===== config.mk =====
export PLATFORM = sky130hd
export DESIGN_NAME = stat_snap_bank
export DESIGN_NICKNAME = d
export VERILOG_FILES = /design/src/rtl/stat_snap_pkg.sv /design/src/rtl/stat_snap_cell.sv /design/src/rtl/stat_snap_decode.sv /design/src/rtl/stat_snap_bank.sv
export SDC_FILE = /design/constraint.sdc
export NUM_CORES = 2
export LEC_CHECK = 0
export BUFFER_PORTS_ARGS = -buffer_cell sky130_fd_sc_hd__buf_2
export CAP_MARGIN = 10
export CORE_UTILIZATION = 50
export DETAILED_ROUTE_END_ITERATION = 8
export GPL_ROUTABILITY_DRIVEN = 0
export PLACE_DENSITY = 0.7
export SLEW_MARGIN = 20
export SYNTH_ARGS = -nofsm -noshare
export SYNTH_HDL_FRONTEND = slang
export SYNTH_SLANG_ARGS = --single-unit

===== constraint.sdc =====
create_clock -name clk -period 5.15 [get_ports clk]
set_clock_uncertainty 0.05 [all_clocks]
set_input_delay 0.7725 -clock clk [delete_from_list [all_inputs] [get_ports clk]]
set_output_delay 0.7725 -clock clk [all_outputs]
set_load 0.05 [all_outputs]

===== src/rtl/stat_snap_pkg.sv =====
package stat_snap_pkg;
  localparam int SLOT_BYTES = 8;
  localparam int TRIG_SLOT  = 0;
  localparam int CYC_SLOT   = 1;
  typedef enum logic { WORD_LO = 1'b0, WORD_HI = 1'b1 } word_sel_e;
endpackage


===== src/rtl/stat_snap_cell.sv =====
module stat_snap_cell #(
  parameter int CNT_W = 48
) (
  input  logic             clk,
  input  logic             rst_n,
  input  logic             tick,
  input  logic             evt,
  output logic [CNT_W-1:0] acc_o,
  output logic [CNT_W-1:0] hold_o
);
  localparam logic [CNT_W-1:0] TOP = '1;

  logic [CNT_W-1:0] acc_q, hold_q;
  logic [CNT_W-1:0] acc_nxt;

  always_comb begin
    if (tick)             acc_nxt = {{(CNT_W-1){1'b0}}, evt};
    else if (acc_q == TOP) acc_nxt = TOP;
    else                  acc_nxt = acc_q + {{(CNT_W-1){1'b0}}, evt};
  end

  always_ff @(posedge clk or negedge rst_n) begin
    if (!rst_n) begin
      acc_q  <= '0;
      hold_q <= '0;
    end else begin
      acc_q <= acc_nxt;
      if (tick) hold_q <= acc_q;
    end
  end

  assign acc_o  = acc_q;
  assign hold_o = hold_q;
endmodule


===== src/rtl/stat_snap_decode.sv =====
module stat_snap_decode
  import stat_snap_pkg::*;
#(
  parameter int ADDR_W = 10,
  parameter int NCNT   = 15,
  parameter int IDX_W  = 4
) (
  input  logic              wr,
  input  logic [ADDR_W-1:0] addr,
  output logic              tick,
  output logic              hit,
  output word_sel_e         wsel,
  output logic [IDX_W-1:0]  idx
);
  localparam int SLOT_W = ADDR_W - 3;

  logic [SLOT_W-1:0] slot;
  int unsigned       slot_i;

  assign slot   = addr[ADDR_W-1:3];
  assign slot_i = 32'(slot);
  assign tick   = wr && (addr[ADDR_W-1:2] == '0);
  assign hit    = (slot_i != TRIG_SLOT) && (slot_i <= NCNT);
  assign wsel   = addr[2] ? WORD_HI : WORD_LO;
  assign idx    = IDX_W'(slot_i - CYC_SLOT);
endmodule


===== src/rtl/stat_snap_bank.sv =====
module stat_snap_bank
  import stat_snap_pkg::*;
#(
  parameter int NUM_LANES  = 12,
  parameter int NUM_GLOBAL = 2,
  parameter int CNT_W      = 48,
  parameter int LO_W       = 32,
  parameter int DATA_W     = 32,
  parameter int ADDR_W     = 10
) (
  input  logic                  clk,
  input  logic                  rst_n,
  input  logic [NUM_LANES-1:0]  lane_evt,
  input  logic [NUM_GLOBAL-1:0] glob_evt,
  input  logic                  reg_wr,
  input  logic                  reg_rd,
  input  logic [ADDR_W-1:0]     reg_addr,
  input  logic [DATA_W-1:0]     reg_wdata,
  output logic [DATA_W-1:0]     reg_rdata
);
  localparam int NCNT  = 1 + NUM_GLOBAL + NUM_LANES;
  localparam int IDX_W = (NCNT > 1) ? $clog2(NCNT) : 1;

  logic [NCNT-1:0]             evt_vec;
  logic [NCNT-1:0][CNT_W-1:0]  acc_q;
  logic [NCNT-1:0][CNT_W-1:0]  hold_q;
  logic                        tick_w, hit_w;
  word_sel_e                   wsel_w;
  logic [IDX_W-1:0]            idx_w;
  logic [CNT_W-1:0]            sel_cnt;
  logic [DATA_W-1:0]           rd_word;
  logic                        unused_wdata;

  assign unused_wdata = ^reg_wdata;
  // slot order: cycle count, globals, lanes
  assign evt_vec = {lane_evt, glob_evt, 1'b1};

  stat_snap_decode #(.ADDR_W(ADDR_W), .NCNT(NCNT), .IDX_W(IDX_W)) u_dec (
    .wr   (reg_wr),
    .addr (reg_addr),
    .tick (tick_w),
    .hit  (hit_w),
    .wsel (wsel_w),
    .idx  (idx_w)
  );

  for (genvar c = 0; c < NCNT; c++) begin : g_cell
    stat_snap_cell #(.CNT_W(CNT_W)) u_cell (
      .clk    (clk),
      .rst_n  (rst_n),
      .tick   (tick_w),
      .evt    (evt_vec[c]),
      .acc_o  (acc_q[c]),
      .hold_o (hold_q[c])
    );
  end

  always_comb begin
    sel_cnt = hit_w ? hold_q[idx_w] : '0;
    if (!hit_w)                rd_word = '0;
    else if (wsel_w == WORD_HI) rd_word = DATA_W'(sel_cnt[CNT_W-1:LO_W]);
    else                       rd_word = DATA_W'(sel_cnt[LO_W-1:0]);
  end

  always_ff @(posedge clk or negedge rst_n) begin
    if (!rst_n)      reg_rdata <= '0;
    else if (reg_rd) reg_rdata <= rd_word;
  end
endmodule


==> impl_metrics.tcl <==
set metrics [dict create \
    run_status "completed" \
    max_clock_freq_mhz 288.7 \
    drtIter0Drc 6245 \
    clk_pin_slew_worst_paths_ns 0.07 \
    critPathMaxFanout 24 \
    row_count 137 \
    ys_top_cells_by_count "nand2_1 (2437), dfrtp_1 (1472), a21oi_1 (688)" \
    grt_max_degree 216 \
    worst_pin_slew_ns 1.175 \
    drv_slew 0 \
    root_buffer "clkbuf_16" \
    core_area_mm2 0.1399 \
    cap_viol_max_count 0 \
    io_pins 92 \
    hp-class "in -> reg" \
    critPathKind "reg -> reg" \
    synth_xor_area_share_pct 8.075 \
    async_flop_share_pct 100.0 \
    dpl_cell_area_mm2 0.07282 \
    synth_simple_gate_area_share_pct 22.93 \
    cp.required_ns 5.83 \
    area_delta_synth_final_pct 10.71 \
    fin_crit_ns 3.464 \
    nets 7573 \
    synth_edf_count 0 \
    post-route-drc-count 0 \
    synthesis.nets 7696 \
    yosys_most_used_dff "dfrtp_1" \
    wl_per_cell_um 21.44 \
    finish.utilization_pct 55.88 \
    grt_pass1_wl_mm 316.8 \
    fin_area_mm2 0.07816 \
    end_kind "flip-flop" \
    clockBufferDepth 3 \
    io_buffers 57 \
    synth_top_area_share_pct 52.18 \
    pwr_density_cell_mw_per_mm2 425.0 \
    ys_types 61 \
    synth_most_common_cell "nand2_1" \
    first_pass_iters 6 \
    ys_seq_area_share_pct 52.18 \
    netlist_area_mm2 0.07060 \
    htree_levels 4 \
    clock-sinks 1472 \
    synth_seq_cells 1472 \
    cts_tree "built" \
    tns_ns 0 \
    synth_top_family_by_area "simple AND/OR/NAND/NOR gates" \
    hpwlAfterDp_mm 142.5 \
    synthAdderAreaFrac_pct 0.5494 \
    setup_violations 0 \
    grt_pass1_vias 53100 \
    ant_nets 0 \
    ys_warn_count 0 \
    synth_compound_area_share_pct 7.694 \
    synthTopCellsByArea "dfrtp_1 (52%), nand2_1 (13%), a21oi_1 (4.9%), mux4_2 (4.1%), xor2_1 (4.1%)" \
    final_cells 9481 \
    die_area_mm2 0.1427 \
    die_h_um 377.8 \
    track_usage_pct 28.74 \
    arrival_ns 4.15 \
    p_leak_nw 35.10 \
    syn_inst 7605 \
    max_slew_margin_pct 21.06 \
    synth_mux_area_share_pct 5.530 \
    syn_avg_cell_area_um2 9.283 \
    finalCritPeriodShare_pct 67.25 \
    pre_cts_slack_ns 1.192 \
    cts_buffers 157 \
    start_kind "flip-flop" \
    finalWirelength_mm 203.3 \
    antenna_found_initial 6 \
    die_x_um 377.8 \
    grt-ovfl-total 0 \
    via_count 55860 \
    hold_viol 0 \
    start_util_pct 50.47 \
    layout-drive-gt1-share_pct 9.020 \
    setup_slack_ns 1.686 \
    n_antenna_cell 0 \
    synth_top_area_cell "dfrtp_1" \
    via_per_inst 5.892 \
    dp_cells 9198 \
    clk_latency_ns 0.81 \
    cts_resized 0 \
    vdd_drop_max_mv 0.3251 \
    rsz0062_at_grt "false" \
]
-- routing by layer --
| layer | up-vias | track usage (%) | share of wire [%] |
|---|---|---|---|
| met3 | 382 | 6.738 | 9.3 |
| met1 | 27820 | 41.32 | 43 |
| met5 | - | 0 | 0.012 |
| met2 | 2158 | 41.75 | 44 |
| li1 | 25500 | - | - |
| met4 | 4 | 11.78 | 4.3 |
-- flip-flops by register name, indices dropped and copies added, names as in the netlist --
| register | cells |
|---|---|
| g_cell.u_cell.acc_o | 720 |
| reg_rdata | 32 |
| g_cell.u_cell.hold_o | 720 |
-- critical path, cell delays in order, from the launching register on --
cell	delay, ns
dfrtp_1	0.47
nand4_1	0.17
or4_1	0.68
nor4_1	0.32
nand4_1	0.87
buf_4	0.57
a31oi_1	0.21
-- layout by cell type, fill, tap and decap left out, types with 10 or more instances in the layout --
cell       synthesis  routed
nand2_1         2437    2437
dfrtp_1         1472    1472
a21oi_1          688     688
xor2_1           328     327
nand3_1          326     325
xnor2_1          321     319
nor2_1           220     220
nand4_1          200     200
nor3_1           178     177
clkbuf_16          0     160
mux4_2           128     128
and3_1           114     113
buf_4              2      91
inv_1             88      88
o21ai_0           79      79
and4_1            56      56
a31oi_1           56      56
nor4_1            62      55
buf_2             27      55
mux2i_1           48      48
mux2_2            48      48
clkbuf_8           0      39
a221oi_1          33      33
a2111oi_0         31      31
ha_1              31      30
clkbuf_1         414      30
buf_12             0      30
and2_1            26      26
clkinv_2           0      26
or3_1             24      24
a21oi_2           20      20
a21o_1            16      16
a211o_1           16      16
or2_2             15      15
nor4_2             7      13
a31o_2            13      13
or4_1             11      10
bufinv_16          0      10
-- stage by stage --
stage / hold slack [ns] / power [mW]
2_1_floorplan: 0.3902 / 19.55
3_3_place_gp: 0.4020 / 21.33
3_5_place_dp: 0.4078 / 21.62
4_1_cts: 0.1503 / 33.23
5_1_grt: 0.1947 / 34.76
6_report: 0.1947 / 33.22
-- power by group --
group / internal (mW) / leakage, nW / total (mW) / switching [mW]
sequential: 13.4 / 18.1 / 15.7 / 2.29
combinational: 2.56 / 14.4 / 5.89 / 3.33
clock: 6.78 / 2.61 / 11.6 / 4.82
total: 22.8 / 35.1 / 33.2 / 10.4
-- worst paths after layout --
path | startpoint | end | slack [ns] | cells past startpoint
max | g_cell[12].u_cell.acc_o[15]$_DFF_PN0_ | g_cell[12].u_cell.acc_o[0]$_DFF_PN0_ | 1.69 | 6
min | lane_evt[11] | g_cell[14].u_cell.acc_o[0]$_DFF_PN0_ | 0.19 | 3
max reg2reg | g_cell[12].u_cell.acc_o[15]$_DFF_PN0_ | g_cell[12].u_cell.acc_o[0]$_DFF_PN0_ | 1.69 | 6
min reg2reg | g_cell[4].u_cell.hold_o[39]$_DFFE_PN0N_ | g_cell[4].u_cell.hold_o[39]$_DFFE_PN0N_ | 0.42 | 2
max in group asynchronous | rst_n | g_cell[14].u_cell.acc_o[1]$_DFF_PN0_ | 3.04 | 3
min in group asynchronous | rst_n | g_cell[0].u_cell.acc_o[43]$_DFF_PN0_ | 0.50 | 2
-- final cells by class --
type | count | area (µm²)
clock buffers | 228 | 4639
clock inverters | 54 | 655.6
fillers | 12220 | 61720
inverters | 89 | 334.1
multi-input cells | 5583 | 31750
flip-flops and latches | 1472 | 36840
well taps | 1876 | 2347
repair buffers | 179 | 1594
-- cell families (layout without fill, tap and decap cells) --
group / count (synthesis) / in the layout
compound gates: 968 / 968
xor+xnor: 650 / 650
fa+ha+maj: 31 / 31
buf+inv: 550 / 550
flops: 1472 / 1472
mux: 224 / 224
simple gates: 3710 / 3710
-- what timing repair did --
action,CTS,global route
hold endpoints to repair,71,0
endpoints found under the setup margin,0,0
hold buffers,1,0
buffers inserted,0,0
Note: power is estimated with default switching activity, not from simulation.
